**src/rtl/ahbl_pipe_pkg.sv**
```systemverilog
`timescale 1ns/1ps
package ahbl_pipe_pkg;

  // Transfer type encoding on the bus
  typedef enum logic [1:0] {
    TRANS_IDLE   = 2'b00,
    TRANS_BUSY   = 2'b01,
    TRANS_NONSEQ = 2'b10,
    TRANS_SEQ    = 2'b11
  } trans_e;

  localparam logic [2:0] BURST_SINGLE = 3'b000;

  // Control to datapath strobes
  typedef struct packed {
    logic loadAddr;   // capture an accepted command into the address slot
    logic shiftData;  // address slot moves into the data slot
    logic complete;   // data slot transfer retires at this edge
  } pipe_strobe_t;

endpackage

```
**src/rtl/ahbl_pipe_ctrl.sv**
```systemverilog
`timescale 1ns/1ps
module ahbl_pipe_ctrl
  import ahbl_pipe_pkg::*;
(
  input  logic         clk,
  input  logic         rstN,
  input  logic         cmdValid,
  input  logic         hready,
  output logic         cmdReady,
  output logic         addrBusy,
  output logic         rspValid,
  output pipe_strobe_t strobe
);

  logic addrBusyQ;
  logic dataBusyQ;
  logic rspValidQ;
  logic accept;

  // Address slot frees on this edge when hready is high
  assign cmdReady = rstN & (~addrBusyQ | hready);
  assign accept   = cmdValid & cmdReady;

  always_comb begin
    strobe           = '0;
    strobe.loadAddr  = accept;
    strobe.shiftData = hready;
    strobe.complete  = hready & dataBusyQ;
  end

  always_ff @(posedge clk or negedge rstN) begin
    if (!rstN) begin
      addrBusyQ <= 1'b0;
      dataBusyQ <= 1'b0;
      rspValidQ <= 1'b0;
    end else begin
      if (accept)      addrBusyQ <= 1'b1;
      else if (hready) addrBusyQ <= 1'b0;

      if (hready) dataBusyQ <= addrBusyQ;

      rspValidQ <= hready & dataBusyQ;
    end
  end

  assign addrBusy = addrBusyQ;
  assign rspValid = rspValidQ;

  // an address phase in a wait state stays occupied
  p_slot_hold_r4: assert property (@(posedge clk) disable iff (!rstN)
    (addrBusyQ && !hready) |=> addrBusyQ);

  // an accepted command occupies the address slot next cycle
  p_accept_fill_r2: assert property (@(posedge clk) disable iff (!rstN)
    (cmdValid && cmdReady) |=> addrBusyQ);

  // a response only follows a data phase that retired
  p_rsp_source_r9: assert property (@(posedge clk) disable iff (!rstN)
    rspValidQ |-> $past(dataBusyQ && hready));

  // an address phase that completes always enters the data slot
  p_shift_r9: assert property (@(posedge clk) disable iff (!rstN)
    (addrBusyQ && hready) |=> dataBusyQ);

  // no command taken while the address slot is stuck
  p_no_take_r6: assert property (@(posedge clk) disable iff (!rstN)
    (addrBusyQ && !hready) |-> !strobe.loadAddr);

endmodule

```
**src/rtl/ahbl_pipe_dpath.sv**
```systemverilog
`timescale 1ns/1ps
module ahbl_pipe_dpath
  import ahbl_pipe_pkg::*;
#(
  parameter int unsigned ADDR_W = 32,
  parameter int unsigned DATA_W = 32
) (
  input  logic              clk,
  input  logic              rstN,
  input  pipe_strobe_t      strobe,
  input  logic              addrBusy,
  input  logic              cmdWrite,
  input  logic [ADDR_W-1:0] cmdAddr,
  input  logic [DATA_W-1:0] cmdWdata,
  input  logic [DATA_W-1:0] hrdata,
  input  logic              hresp,
  output logic [ADDR_W-1:0] haddr,
  output logic [1:0]        htrans,
  output logic              hwrite,
  output logic [2:0]        hsize,
  output logic [2:0]        hburst,
  output logic [DATA_W-1:0] hwdata,
  output logic              rspWrite,
  output logic [ADDR_W-1:0] rspAddr,
  output logic [DATA_W-1:0] rspRdata,
  output logic              rspErr
);

  localparam int unsigned          LOW_BITS   = $clog2(DATA_W / 8);
  localparam logic [ADDR_W-1:0]    ALIGN_MASK = ADDR_W'((1 << LOW_BITS) - 1);
  localparam logic [2:0]           SIZE_CODE  = 3'(LOW_BITS);

  logic [ADDR_W-1:0] alignedAddr;

  // Address slot
  logic              aWriteQ;
  logic [ADDR_W-1:0] aAddrQ;
  logic [DATA_W-1:0] aWdataQ;

  // Data slot
  logic              dWriteQ;
  logic [ADDR_W-1:0] dAddrQ;
  logic [DATA_W-1:0] dWdataQ;

  // Response registers
  logic              rWriteQ;
  logic [ADDR_W-1:0] rAddrQ;
  logic [DATA_W-1:0] rDataQ;
  logic              rErrQ;

  assign alignedAddr = cmdAddr & ~ALIGN_MASK;

  always_ff @(posedge clk or negedge rstN) begin
    if (!rstN) begin
      aWriteQ <= 1'b0;
      aAddrQ  <= '0;
      aWdataQ <= '0;
    end else if (strobe.loadAddr) begin
      aWriteQ <= cmdWrite;
      aAddrQ  <= alignedAddr;
      aWdataQ <= cmdWdata;
    end
  end

  always_ff @(posedge clk or negedge rstN) begin
    if (!rstN) begin
      dWriteQ <= 1'b0;
      dAddrQ  <= '0;
      dWdataQ <= '0;
    end else if (strobe.shiftData) begin
      dWriteQ <= aWriteQ;
      dAddrQ  <= aAddrQ;
      dWdataQ <= aWdataQ;
    end
  end

  always_ff @(posedge clk or negedge rstN) begin
    if (!rstN) begin
      rWriteQ <= 1'b0;
      rAddrQ  <= '0;
      rDataQ  <= '0;
      rErrQ   <= 1'b0;
    end else if (strobe.complete) begin
      rWriteQ <= dWriteQ;
      rAddrQ  <= dAddrQ;
      rDataQ  <= dWriteQ ? '0 : hrdata;
      rErrQ   <= hresp;
    end
  end

  // Bus drive
  assign haddr  = aAddrQ;
  assign htrans = addrBusy ? TRANS_NONSEQ : TRANS_IDLE;
  assign hwrite = addrBusy & aWriteQ;
  assign hsize  = SIZE_CODE;
  assign hburst = BURST_SINGLE;
  assign hwdata = dWdataQ;

  assign rspWrite = rWriteQ;
  assign rspAddr  = rAddrQ;
  assign rspRdata = rDataQ;
  assign rspErr   = rErrQ;

  // bus address never leaves a word boundary
  p_addr_aligned_r11: assert property (@(posedge clk) disable iff (!rstN)
    (haddr & ALIGN_MASK) == '0);

  // address phase outputs frozen during a wait state
  p_addr_hold_r4: assert property (@(posedge clk) disable iff (!rstN)
    (addrBusy && !strobe.shiftData) |=> ($stable(haddr) && $stable(hwrite)));

  // write data frozen until the data phase completes
  p_wdata_hold_r5: assert property (@(posedge clk) disable iff (!rstN)
    !strobe.shiftData |=> $stable(hwdata));

  // an idle transfer is never flagged as a write
  p_idle_read_r3: assert property (@(posedge clk) disable iff (!rstN)
    (htrans == TRANS_IDLE) |-> !hwrite);

  // write responses carry no read data
  p_wr_rsp_zero_r8: assert property (@(posedge clk) disable iff (!rstN)
    (strobe.complete && dWriteQ) |=> (rspRdata == '0));

endmodule

```
**src/rtl/ahbl_pipe_master.sv**
```systemverilog
`timescale 1ns/1ps
module ahbl_pipe_master
  import ahbl_pipe_pkg::*;
#(
  parameter int unsigned ADDR_W = 32,
  parameter int unsigned DATA_W = 32
) (
  input  logic              clk,
  input  logic              rstN,
  input  logic              cmdValid,
  output logic              cmdReady,
  input  logic              cmdWrite,
  input  logic [ADDR_W-1:0] cmdAddr,
  input  logic [DATA_W-1:0] cmdWdata,
  output logic [ADDR_W-1:0] haddr,
  output logic [1:0]        htrans,
  output logic              hwrite,
  output logic [2:0]        hsize,
  output logic [2:0]        hburst,
  output logic [DATA_W-1:0] hwdata,
  input  logic [DATA_W-1:0] hrdata,
  input  logic              hready,
  input  logic              hresp,
  output logic              rspValid,
  output logic              rspWrite,
  output logic [ADDR_W-1:0] rspAddr,
  output logic [DATA_W-1:0] rspRdata,
  output logic              rspErr
);

  pipe_strobe_t strobe;
  logic         addrBusy;

  ahbl_pipe_ctrl u_ctrl (
    .clk      (clk),
    .rstN     (rstN),
    .cmdValid (cmdValid),
    .hready   (hready),
    .cmdReady (cmdReady),
    .addrBusy (addrBusy),
    .rspValid (rspValid),
    .strobe   (strobe)
  );

  ahbl_pipe_dpath #(
    .ADDR_W (ADDR_W),
    .DATA_W (DATA_W)
  ) u_dpath (
    .clk      (clk),
    .rstN     (rstN),
    .strobe   (strobe),
    .addrBusy (addrBusy),
    .cmdWrite (cmdWrite),
    .cmdAddr  (cmdAddr),
    .cmdWdata (cmdWdata),
    .hrdata   (hrdata),
    .hresp    (hresp),
    .haddr    (haddr),
    .htrans   (htrans),
    .hwrite   (hwrite),
    .hsize    (hsize),
    .hburst   (hburst),
    .hwdata   (hwdata),
    .rspWrite (rspWrite),
    .rspAddr  (rspAddr),
    .rspRdata (rspRdata),
    .rspErr   (rspErr)
  );

endmodule

```
**config.mk**
```make
export PLATFORM = sky130hd
export DESIGN_NAME = ahbl_pipe_master
export DESIGN_NICKNAME = d
export VERILOG_FILES = /design/src/rtl/ahbl_pipe_pkg.sv /design/src/rtl/ahbl_pipe_ctrl.sv /design/src/rtl/ahbl_pipe_dpath.sv /design/src/rtl/ahbl_pipe_master.sv
export SDC_FILE = /design/constraint.sdc
export NUM_CORES = 1
export LEC_CHECK = 0
export BUFFER_PORTS_ARGS = -buffer_cell sky130_fd_sc_hd__buf_2
export CORE_MARGIN = 4
export CORE_UTILIZATION = 55
export DETAILED_ROUTE_END_ITERATION = 16
export HOLD_SLACK_MARGIN = 0.06
export PLACE_DENSITY = 0.85
export SLEW_MARGIN = 20
export SYNTH_ARGS = -nofsm -noshare
export SYNTH_HDL_FRONTEND = slang
export SYNTH_SLANG_ARGS = --single-unit
```
**constraint.sdc**
```tcl
create_clock -name clk -period 2.8 [get_ports clk]
set_input_delay 0.56 -clock clk [delete_from_list [all_inputs] [get_ports clk]]
set_output_delay 0.56 -clock clk [all_outputs]
set_load 0.02 [all_outputs]
```
==> results.json <==
{
  "die-width_um": 126,
  "detailedPlacementHpwl_um": 11200,
  "critPathRequiredTime_ns": 2.24,
  "gp_congestion": 0.833,
  "finalCritPeriodShare": 0.664,
  "grt_setup_unrepaired": "no",
  "multi_input_gate_area_mm2": 0.00260,
  "layout_min_cycle_time_ns": 1.86,
  "hold_fix_buffers_cts": 0,
  "insertion_delay_ns": 0.42,
  "coreArea_mm2": 0.0135,
  "cts_root_buf": "sky130_fd_sc_hd__clkbuf_16",
  "post_synth_instance_area_mm2": 0.00765,
  "arrival_ns": 1.30,
  "postRouteWirelength_um": 16000,
  "vdd.ir_drop.worst_mv": 0.495,
  "criticalPathCategory": "register to primary output",
  "cellPowerDensity_mw_per_mm2": 895,
  "first_pass_grt_wire_length_um": 26600,
  "critical_path.reg2reg.startpoint": "u_ctrl.addrBusy",
  "grt_max_degree": 194,
  "clock_tree.buffer_depth": 2,
  "path_clk_slew_ns": 0.06,
  "worstHoldPathType": "input pin to async pin",
  "htree_levels": 4,
  "total_number_of_nets_in_the_final_design": 822,
  "initial_antenna_violation_count": 1,
  "grt_overflow": 0,
  "die-height_um": 126,
  "final_design_area_excluding_fillers_mm2": 0.00942,
  "area.sequential_mm2": 0.00483,
  "synth.avg_cell_area_um2": 15.4,
  "total_number_of_placement_rows": 42,
  "detail_route.vias_per_cell": 5.12,
  "worstSetupStartpointType": "register",
  "initial_utilization": 0.569,
  "netlist-cell-type-count": 16,
  "cells_on_worst_reg2reg_path": 4,
  "synth-seq-cells": 193,
  "io_pins": 243,
  "slew_headroom": 0.312,
  "max_clock_freq_mhz": 538,
  "fraction_of_final_layout_cells_with_drive_strength_greater_than_1": 0.573,
  "drt_drc_violations_left": 0,
  "yosysWarnings": 0,
  "cts.sinks": 193,
  "leakagePower_nw": 4.66,
  "status": "complete, no violations",
  "tns_ns": 0,
  "worst-r2r-setup-slack_ns": 1.16,
  "detailedRoute.firstPassIterationCount": 4,
  "avgRoutedWirePerCell_um": 17.7,
  "max_cap_violations": 0,
  "layout.filler_cells": 933,
  "cts_inserted_buffers": 17,
  "setup_viol": 0,
  "port_buf_inserts": 229,
  "post_cts_resize_count": 0,
  "tritoncts": "done",
  "clock-skew-final_ns": 0.00721,
  "crit-reg2reg-capture": "u_dpath.aWdataQ[27]",
  "buffer_count_from_post_cts_setup_fixing": 0,
  "worst_slew_pin_slew_ns": 1.03,
  "grt_pass1_vias": 5192,
  "syn_inst": 497,
  "drtIter0Drc": 164,
  "groute.usage.overall": 0.210,
  "path_max_fanout": 4,
  "slew_viol_final": 0,
  "report.final.hold_viol_count": 0,
  "detail-route-antenna-nets": 0,
  "placed_cell_area_mm2": 0.00888,
  "crit_end_category": "primary output",
  "synth_sequential_area_ratio": 0.631,
  "die-area_mm2": 0.0159,
  "layout-area-overhead-vs-synth_pct": 23.1,
  "routed-via-count": 4643
}
routing by layer:
metal / global-route usage / part of all wire
met5: 0 / 0
met4: 0.0972 / 0.027
met3: 0.0605 / 0.064
met2: 0.369 / 0.52
met1: 0.238 / 0.38
state kept, by name, summed over array words and instances, names as in the netlist, 30 cells and up:
signal / count
u_dpath.haddr: 30
u_dpath.rspRdata: 32
u_dpath.dAddrQ: 30
u_dpath.hwdata: 32
u_dpath.rspAddr: 30
u_dpath.aWdataQ: 32
through the flow:
| step | util | hold WS (ns) | std cells | power (mW) | setup WS (ns) |
|---|---|---|---|---|---|
| after floorplan | - | 0.264 | 506 | 5.35 | 1.28 |
| after global placement | 0.660 | 0.458 | 877 | 6.13 | 0.820 |
| after detailed placement | 0.660 | 0.474 | 877 | 6.28 | 0.750 |
| after CTS | 0.700 | 0.335 | 905 | 8.52 | 0.904 |
| after global routing | 0.700 | 0.348 | 906 | 8.86 | 0.879 |
| final | 0.700 | 0.300 | 906 | 8.43 | 0.941 |
cells in the final DEF, fill, tap and decap left out, drive strengths merged:
cell type	count
diode	1
nand2b	33
nand2	35
clkbuf	23
mux2	159
inv	1
o21ai	32
nor2b	1
bufinv	1
conb	11
clkinv	1
clkinvlp	3
dfrtp	193
and2	2
buf	234
synthesized netlist by cell type:
master	n	area share
sky130_fd_sc_hd__dfrtp_1	193	0.63
sky130_fd_sc_hd__nand2b_4	1	0.0018
sky130_fd_sc_hd__and2_1	2	0.0016
sky130_fd_sc_hd__nor2b_4	1	0.0018
sky130_fd_sc_hd__mux2_2	96	0.14
sky130_fd_sc_hd__buf_6	7	0.010
sky130_fd_sc_hd__buf_4	12	0.012
sky130_fd_sc_hd__mux2_1	3	0.0044
sky130_fd_sc_hd__o21ai_0	32	0.021
sky130_fd_sc_hd__nand2b_1	32	0.026
sky130_fd_sc_hd__mux2_4	60	0.12
sky130_fd_sc_hd__nand2_1	35	0.017
sky130_fd_sc_hd__conb_1	2	0.00098
sky130_fd_sc_hd__clkbuf_1	6	0.0029
sky130_fd_sc_hd__buf_2	14	0.0092
sky130_fd_sc_hd__inv_1	1	0.00049
where the power goes:
group | switching (mW) | internal, mW
combinational | 1.28 | 1.03
sequential | 0.415 | 3.48
clock | 0.948 | 1.28
kinds of logic after synthesis:
| group | count (synthesis) | synth area share |
|---|---|---|
| AO/OA/AOI/OAI | 32 | 0.0209 |
| buffers and inverters | 40 | 0.0347 |
| flip-flops | 193 | 0.631 |
| multiplexers | 159 | 0.263 |
| other | 2 | 0.000982 |
| AND/OR/NAND/NOR | 71 | 0.0486 |
worst max path at each step:
stage / depth (start not counted) / end / startpoint / slack (ns)
floorplan: 5 / u_dpath.aWdataQ[0] / hready / 1.28
global placement: 6 / u_dpath.rspRdata[28] / hready / 0.82
detailed placement: 5 / u_dpath.rspRdata[6] / hready / 0.75
CTS: 3 / cmdReady / u_ctrl.addrBusy / 0.90
global route: 3 / cmdReady / u_ctrl.addrBusy / 0.88
finish: 3 / cmdReady / u_ctrl.addrBusy / 0.94
cell type report:
type,instances,share of cell area
sequential,193,0.513
antenna,1,0.000266
clock buffer,23,0.0508
inverter,1,0.000399
multi-input combinational,273,0.276
clock inverter,5,0.00611
tap,176,0.0234
timing repair buffer,234,0.130
critical path, stage by stage (launching register included):
cell and delay (ns):
sky130_fd_sc_hd__dfrtp_1 0.45, sky130_fd_sc_hd__nand2b_4 0.11, sky130_fd_sc_hd__and2_1 0.15, sky130_fd_sc_hd__buf_2 0.18
No activity file was read; power rests on OpenSTA's default activity.
